**config.mk**
```make
export PLATFORM = sky130hd
export DESIGN_NAME = seq_sorter
export DESIGN_NICKNAME = d
export VERILOG_FILES = /design/src/rtl/sorter_pkg.sv /design/src/rtl/sorter_cx.sv /design/src/rtl/sorter_ctrl.sv /design/src/rtl/sorter_regs.sv /design/src/rtl/seq_sorter.sv
export SDC_FILE = /design/constraint.sdc
export NUM_CORES = 1
export LEC_CHECK = 0
export ABC_CLOCK_PERIOD_IN_PS = 12450
export BUFFER_PORTS_ARGS = -buffer_cell sky130_fd_sc_hd__buf_2
export CAP_MARGIN = 5
export CORE_MARGIN = 2
export CORE_UTILIZATION = 26
export CTS_CLUSTER_SIZE = 28
export DETAILED_ROUTE_END_ITERATION = 8
export SYNTH_ARGS = -nofsm -noshare
export SYNTH_HDL_FRONTEND = slang
export SYNTH_SLANG_ARGS = --single-unit
```
**constraint.sdc**
```tcl
create_clock -name clk -period 12.45 [get_ports clk]
set_input_delay 0.6225 -clock clk [delete_from_list [all_inputs] [get_ports clk]]
set_output_delay 0.6225 -clock clk [all_outputs]
set_load 0.01 [all_outputs]
```
**src/rtl/sorter_pkg.sv**
```systemverilog
package sorter_pkg;

  typedef enum logic [1:0] {
    PH_LOAD = 2'd0,
    PH_SORT = 2'd1,
    PH_DONE = 2'd2
  } sort_phase_t;

  // Lower slot index of the pair examined at exchange step k of an
  // n-element bubble pass schedule (pass p covers pairs 0 .. n-2-p).
  function automatic int unsigned step_lo(input int unsigned n, input int unsigned k);
    int unsigned c;
    int unsigned r;
    c = 0;
    r = 0;
    for (int unsigned p = 0; p + 1 < n; p++) begin
      for (int unsigned j = 0; j + 1 + p < n; j++) begin
        if (c == k) r = j;
        c++;
      end
    end
    return r;
  endfunction

endpackage

```
**src/rtl/sorter_cx.sv**
```systemverilog
module sorter_cx #(
  parameter int W = 8
) (
  input  logic [W-1:0] a,
  input  logic [W-1:0] b,
  output logic         swap,
  output logic [W-1:0] lo_val,
  output logic [W-1:0] hi_val
);
  // Strict comparison: equal operands stay in place.
  always_comb begin
    swap   = a > b;
    lo_val = swap ? b : a;
    hi_val = swap ? a : b;
  end
endmodule

```
**src/rtl/sorter_ctrl.sv**
```systemverilog
module sorter_ctrl
  import sorter_pkg::*;
#(
  parameter int N = 4
) (
  input  logic                  clk,
  input  logic                  rst,
  input  logic                  in_valid,
  output logic                  wr_en,
  output logic [$clog2(N)-1:0]  wr_idx,
  output logic                  cx_en,
  output logic [$clog2(N)-1:0]  cx_lo,
  output logic                  done
);
  localparam int IW = $clog2(N);
  localparam int S  = N * (N - 1) / 2;
  localparam int SW = (S > 1) ? $clog2(S) : 1;

  sort_phase_t   ph;
  logic [IW-1:0] fill;
  logic [SW-1:0] step;

  always_comb begin
    wr_en  = in_valid && (ph == PH_LOAD || ph == PH_DONE);
    wr_idx = (ph == PH_DONE) ? '0 : fill;
    cx_en  = (ph == PH_SORT);
    cx_lo  = IW'(step_lo(N, int'(step)));
  end

  always_ff @(posedge clk) begin
    if (rst) begin
      ph   <= PH_LOAD;
      fill <= '0;
      step <= '0;
      done <= 1'b0;
    end else begin
      case (ph)
        PH_LOAD: begin
          if (in_valid) begin
            if (fill == IW'(N - 1)) begin
              ph   <= PH_SORT;
              fill <= '0;
              step <= '0;
            end else begin
              fill <= fill + 1'b1;
            end
          end
        end
        PH_SORT: begin
          if (step == SW'(S - 1)) begin
            ph   <= PH_DONE;
            step <= '0;
            done <= 1'b1;
          end else begin
            step <= step + 1'b1;
          end
        end
        PH_DONE: begin
          if (in_valid) begin
            ph   <= PH_LOAD;
            fill <= IW'(1);
            done <= 1'b0;
          end
        end
        default: begin
          ph   <= PH_LOAD;
          fill <= '0;
          step <= '0;
          done <= 1'b0;
        end
      endcase
    end
  end
endmodule

```
**src/rtl/sorter_regs.sv**
```systemverilog
module sorter_regs #(
  parameter int W = 8,
  parameter int N = 4
) (
  input  logic                  clk,
  input  logic                  rst,
  input  logic                  wr_en,
  input  logic [$clog2(N)-1:0]  wr_idx,
  input  logic [W-1:0]          wr_data,
  input  logic                  cx_en,
  input  logic [$clog2(N)-1:0]  cx_lo,
  output logic [N*W-1:0]        slots_flat
);
  localparam int IW = $clog2(N);

  logic [W-1:0]  slot [N];
  logic [IW-1:0] cx_hi;
  logic [W-1:0]  op_a, op_b, min_v, max_v;
  logic          do_swap;

  always_comb begin
    cx_hi = cx_lo + 1'b1;
    op_a  = slot[cx_lo];
    op_b  = slot[cx_hi];
  end

  sorter_cx #(.W(W)) u_cx (
    .a      (op_a),
    .b      (op_b),
    .swap   (do_swap),
    .lo_val (min_v),
    .hi_val (max_v)
  );

  for (genvar i = 0; i < N; i++) begin : g_slot
    always_ff @(posedge clk) begin
      if (rst) begin
        slot[i] <= '0;
      end else if (wr_en) begin
        if (wr_idx == IW'(i)) slot[i] <= wr_data;
      end else if (cx_en && do_swap) begin
        if (cx_lo == IW'(i))      slot[i] <= min_v;
        else if (cx_hi == IW'(i)) slot[i] <= max_v;
      end
    end
    assign slots_flat[i*W +: W] = slot[i];
  end
endmodule

```
**src/rtl/seq_sorter.sv**
```systemverilog
module seq_sorter #(
  parameter int W = 8,
  parameter int N = 4
) (
  input  logic           clk,
  input  logic           rst,
  input  logic [W-1:0]   in_data,
  input  logic           in_valid,
  output logic [N*W-1:0] out_data,
  output logic           done
);
  localparam int IW = $clog2(N);

  logic          wr_en, cx_en;
  logic [IW-1:0] wr_idx, cx_lo;

  sorter_ctrl #(.N(N)) u_ctrl (
    .clk      (clk),
    .rst      (rst),
    .in_valid (in_valid),
    .wr_en    (wr_en),
    .wr_idx   (wr_idx),
    .cx_en    (cx_en),
    .cx_lo    (cx_lo),
    .done     (done)
  );

  sorter_regs #(.W(W), .N(N)) u_regs (
    .clk        (clk),
    .rst        (rst),
    .wr_en      (wr_en),
    .wr_idx     (wr_idx),
    .wr_data    (in_data),
    .cx_en      (cx_en),
    .cx_lo      (cx_lo),
    .slots_flat (out_data)
  );
endmodule

```
======== Word level (Yosys, flattened, before mapping) ========
Memories as Yosys holds them, arrays and structs flattened.
Cells that the tools add are included.
storage, ports and cells
  word-level logic and storage cells ...... 155
  memory bits (writable) .................. 32
  memories ................................ 1
  output and inout bits ................... 33
  input bits .............................. 11
  bits in registers ....................... 8
cells by class
  bitwise logic cells ..................... 15
  magnitude comparators ................... 1
  mux-type cells .......................... 98
  add/sub/neg operators ................... 3
  reductions and logical operators ........ 11
  eq/ne operators ......................... 22
memories
  memory       words  width  read ports  clocked after Yosys merged registers in  wr ports  RTL line           source
  u_regs.slot  4      8      6           0                                        4         sorter_regs.sv:16  logic [W-1:0] slot [N];
operator list
  kind                                                                   number
  8-bit two-way mux                                                      14
  1-bit two-way mux                                                      65
  2-bit two-way mux                                                      12
  2-bit equality test, second input constant                             8
  1-bit OR                                                               12
  2-bit case mux with 3 select lines                                     2
  3-bit two-way mux                                                      3
  3-bit case mux with 3 select lines                                     1
  3-bit AND reduction                                                    3
  2-bit by 1-bit equality test with 1-bit output, second input constant  4
  8-bit greater-than comparator                                          1
  2-bit zero test                                                        4
  2-bit != test, second input constant                                   4
  2-bit by 3-bit equality test with 1-bit output, first input constant   2
  3-bit equality test, first input constant                              2
  2-bit by 1-bit adder with 2-bit output, second input constant          2
  4-bit AND reduction                                                    1
  3-bit by 1-bit adder with 3-bit output, second input constant          1
  1-bit by 3-bit equality test with 1-bit output, first input constant   1
  3-bit equality test, second input constant                             1
  1-bit inverter                                                         3
  1-bit case mux with 3 select lines                                     1
  1-bit logical AND                                                      2
  1-bit logical OR                                                       1

======== Depth between registers and ports, before layout ========
An unclocked memory read counts as a cell.
  depth in word-level cells ............... 16
  mapped depth ............................ 20
  gate-level depth less buffers ........... 13

======== Cells and area by module ========
A second synthesis with hierarchy kept.
unflattened totals
  cell total of the unflattened synthesis .. 332
  area total of the unflattened synthesis .. 3518.4 um^2
by module, submodules not included
  module       sequential area each (um^2)  cells each  times used  area an instance (um^2)
  sorter_regs  960.9                        195         1           2346.0
  sorter_cx    0.0                          87          1           730.7
  sorter_ctrl  160.2                        50          1           441.7

======== Least setup slack after synthesis ========
Ideal clock, no wire load.
  path type ............................... register to register
  start ................................... register u_ctrl.step[1]
  end ..................................... memory u_regs.slot[3][0], enable pin
  arrival ................................. 4.733 ns
  buffers on the path ..................... 6
  clock period less this slack ............ 5.039 ns
  slack ................................... 7.411 ns
  data required time ...................... 12.144 ns
  stages on the path, launching flop included .. 20
  cells stage by stage .................... dfxtp_1 clkbuf_1 and2_1 ha_1 or3b_1 buf_6 a21o_1 buf_6 buf_6 ha_1 buf_1 mux4_2 inv_1 ha_1 a211oi_1 o21ai_1 nand3b_1 and3_1 buf_2 or4_1
RTL lines
  item                      RTL line           source
  start: declaration        sorter_ctrl.sv:21  logic [SW-1:0] step;
  start signal: assignment  sorter_ctrl.sv:55  step <= step + 1'b1;
  end: declaration          sorter_regs.sv:16

==> flow_metrics.env <==
export IMPL_final_nets=366
export IMPL_routed_wl_um=11300
export IMPL_grt_total_usage=0.174
export IMPL_switching_share=0.305
export IMPL_placementRows=39
export IMPL_async_flop_share=0
export IMPL_yosysSeqAreaShare=0.361
export IMPL_cts_htree_levels=2
export IMPL_total_power_uw=390
export IMPL_synth_seq_cells=40
export IMPL_hpwl_um=8450
export IMPL_final_setup_viol_count=0
export IMPL_io_buffers=43
export IMPL_p_clk_frac=0.381
export IMPL_cts_hold_buffers=0
export IMPL_rsz0062_at_grt="no"
export IMPL_synth_enable_flop_cells=32
export IMPL_fin_util=0.309
export IMPL_initial_utilization=0.269
export IMPL_final_common_cell="buf_2"
export IMPL_area_growth_pct=14.7
export IMPL_vias_per_cell=6.34
export IMPL_cap_violations=0
export IMPL_fin_crit_ns=5.88
export IMPL_diodes=0
export IMPL_io_pins=44
export IMPL_cp_data_arrival_time_ns=5.85
export IMPL_drc_errors=3
export IMPL_vdd_ir_drop_max_v=0.0000530
export IMPL_worstSetupPathType="reg2reg"
export IMPL_clockRootBuffer="clkbuf_16"
export IMPL_critical_path_required_ns=12.43
export IMPL_first_pass_iters=9
export IMPL_critPathTopFamily="simple AND/OR/NAND/NOR gates"
export IMPL_yosys_warnings=0
export IMPL_cts_tree="built"
export IMPL_comb_power_share=0.204
export IMPL_regArea_sq_um=1120
export IMPL_synth_compound_area_share=0.256
export IMPL_cpMaxStageDelayCell="or4_1"
export IMPL_synth_top_flop_cell="edfxtp_1"
export IMPL_worstMarginPinSlew_ns=0.929
export IMPL_insertion_delay_ns=0.28
export IMPL_die_w_um=113
export IMPL_synthXorXnorAreaFrac=0
export IMPL_postRouteAntennaNets=0
export IMPL_synth_nets=341
export IMPL_failed_checks="DRC"
export IMPL_fin_skew_ns=0.00453
export IMPL_startpoint_type="flop"
export IMPL_status="complete, but fails checks"
export IMPL_crit_chain="and2_1, ha_1, or3b_1, a21o_1, ha_1, mux4_2, inv_1, ha_1, a211oi_1, o21ai_1, nand3b_1, buf_4, and3_1, or4_1"
export IMPL_wire_per_inst_um=23.4
export IMPL_cts_setup_buffers=0
export IMPL_nFillCells=1175
export IMPL_dr_first_iter_drc_count=520
export IMPL_antenna_found_initial=0
export IMPL_core_area_sq_um=11500
export IMPL_netlist_area_sq_um=3100
export IMPL_finalCritPeriodShare=0.472
export IMPL_grt_max_degree=55
export IMPL_die_h_um=113
export IMPL_whs_ns=0.474
export IMPL_path_clk_slew_ns=0.06
export IMPL_end_kind="flop"
export IMPL_p_int_uw=271
export IMPL_netlist_instances=316
export IMPL_grt_overflow=0
export IMPL_synthMuxAreaShare=0.0839
export IMPL_cp_buffers_inverters=2
export IMPL_cts_sinks=40
export IMPL_crit_fanout=54
export IMPL_p_leak_uw=0.00139
export IMPL_hold_path_class="reg2reg"
export IMPL_multi_input_comb_area_sq_um=1760
export IMPL_finalHoldViolations=0
export IMPL_fin_tns_setup_ns=0
export IMPL_synth_top_family_by_area="compound AO/OA/AOI/OAI gates"
export IMPL_cts_buffer_depth=2
export IMPL_routabilityCongestion=1.05
export IMPL_drv_slew=0
export IMPL_path_common_cell="ha_1"
export IMPL_slew_headroom=0.376
export IMPL_grt_pass1_vias=2677
export IMPL_vias=3077
export IMPL_die_area_sq_um=12800
export IMPL_crit_path_max_incr_delay_ns=0.74
export IMPL_yosys_area_share_simple=0.165
export IMPL_fmaxAchievable_ghz=0.170
export IMPL_numCtsBuffers=5
export IMPL_ctsResizeCount=0
export IMPL_yosys_area_share_adder=0.0565
export IMPL_syn_area_per_cell_sq_um=9.82
export IMPL_synth_cell_types=43
export IMPL_grt_pass1_wl_um=16800
export IMPL_powerDensity_nw_per_um2=110
export IMPL_drive_above_1_share=0.205
export IMPL_switching_power_uw=119
export IMPL_mostFrequentLayoutCells="43 x buf_2, 32 x edfxtp_1, 26 x nand4_1"
export IMPL_seqPwrFrac=0.415
final timing paths:
check,startpoint,to,slack (ns),depth (start not counted)
setup / recovery,u_ctrl.step[1],u_regs.slot[3][4],6.57,14
hold / removal,u_ctrl.done,u_ctrl.done,0.47,2
setup reg to reg,u_ctrl.step[1],u_regs.slot[3][4],6.57,14
hold reg to reg,u_ctrl.done,u_ctrl.done,0.47,2
area by class of cell:
cell class,instances,share of cell area
clock inverter,3,0.0120
clock buffer,5,0.0352
inverter,20,0.0246
timing repair buffer,47,0.0689
multi-input combinational,227,0.494
sequential,40,0.315
tap,143,0.0503
worst register-to-register path: cells and delay by family, from the launching register on:
family,cells,cell delay (ns)
simple gates,5,2.08
compound gates,3,1.13
fa+ha+maj,3,1.12
flops,1,0.44
mux,1,0.42
buf+inv,2,0.40
kinds of logic (layout without fill, tap and decap cells):
family | after synthesis | in the layout
AOI/OAI and AO/OA | 110 | 110
adders and majority gates | 14 | 14
buffers and inverters | 49 | 75
DFF | 40 | 40
muxes | 16 | 16
and+or+nand+nor | 87 | 87
metrics by stage:
stage,instance area [sq um],std cells,worst slack (ns)
after global routing,3560,485,6.34
after CTS,3560,485,6.69
after detailed placement,3390,477,6.72
after floorplan,3100,316,7.41
final,3560,485,6.57
after global placement,3390,477,6.92
power groups by stage:
stage / logic (uW) / registers, uW / clock network (uW)
2_1_floorplan: 48.6 / 162 / 0
3_3_place_gp: 74.8 / 165 / 0
3_5_place_dp: 76.1 / 164 / 0
4_1_cts: 76.4 / 161 / 149
5_1_grt: 84.1 / 162 / 155
6_report: 79.7 / 162 / 149
sequential cells by signal, summed over array words and instances (netlist names):
signal / flops
u_regs.slot: 32
u_ctrl.step: 3
u_ctrl.fill: 2
u_ctrl.ph: 2
u_ctrl.done: 1
routing by layer:
metal,vias to the layer above,GRT usage,part of all wire
met2,252,0.262,0.45
li1,1332,-,-
met3,57,0.0370,0.095
met4,0,0.0959,0.057
met5,-,0,0
met1,1436,0.232,0.40
Yosys cell counts (2+ instances only):
| master | n | area, sq um |
|---|---|---|
| edfxtp_1 | 32 | 961 |
| nand4_1 | 26 | 163 |
| a22oi_1 | 25 | 188 |
| inv_1 | 19 | 71.3 |
| a211oi_1 | 17 | 128 |
| a32oi_1 | 16 | 140 |
| ha_1 | 14 | 175 |
| nand2_1 | 12 | 45.0 |
| nor2_1 | 12 | 45.0 |
| o21ai_0 | 12 | 60.1 |
| clkbuf_1 | 11 | 41.3 |
| a21o_1 | 9 | 67.6 |
| a21oi_1 | 9 | 45.0 |
| a31oi_1 | 9 | 56.3 |
| and2_1 | 9 | 56.3 |
| buf_2 | 9 | 45.0 |
| dfxtp_1 | 8 | 160 |
| mux2i_1 | 8 | 80.1 |
| mux4_2 | 8 | 180 |
| o221ai_1 | 8 | 70.1 |
| and3_1 | 5 | 31.3 |
| buf_1 | 4 | 15.0 |
| or4_1 | 4 | 30.0 |
| buf_6 | 3 | 33.8 |
| nand2b_1 | 3 | 18.8 |
| buf_4 | 2 | 15.0 |
| nand3b_1 | 2 | 15.0 |
| nor2b_1 | 2 | 12.5 |
| nor3_1 | 2 | 10.0 |
| o211ai_1 | 2 | 15.0 |
| or2_2 | 2 | 12.5 |
(Power assumes the default switching activity.)
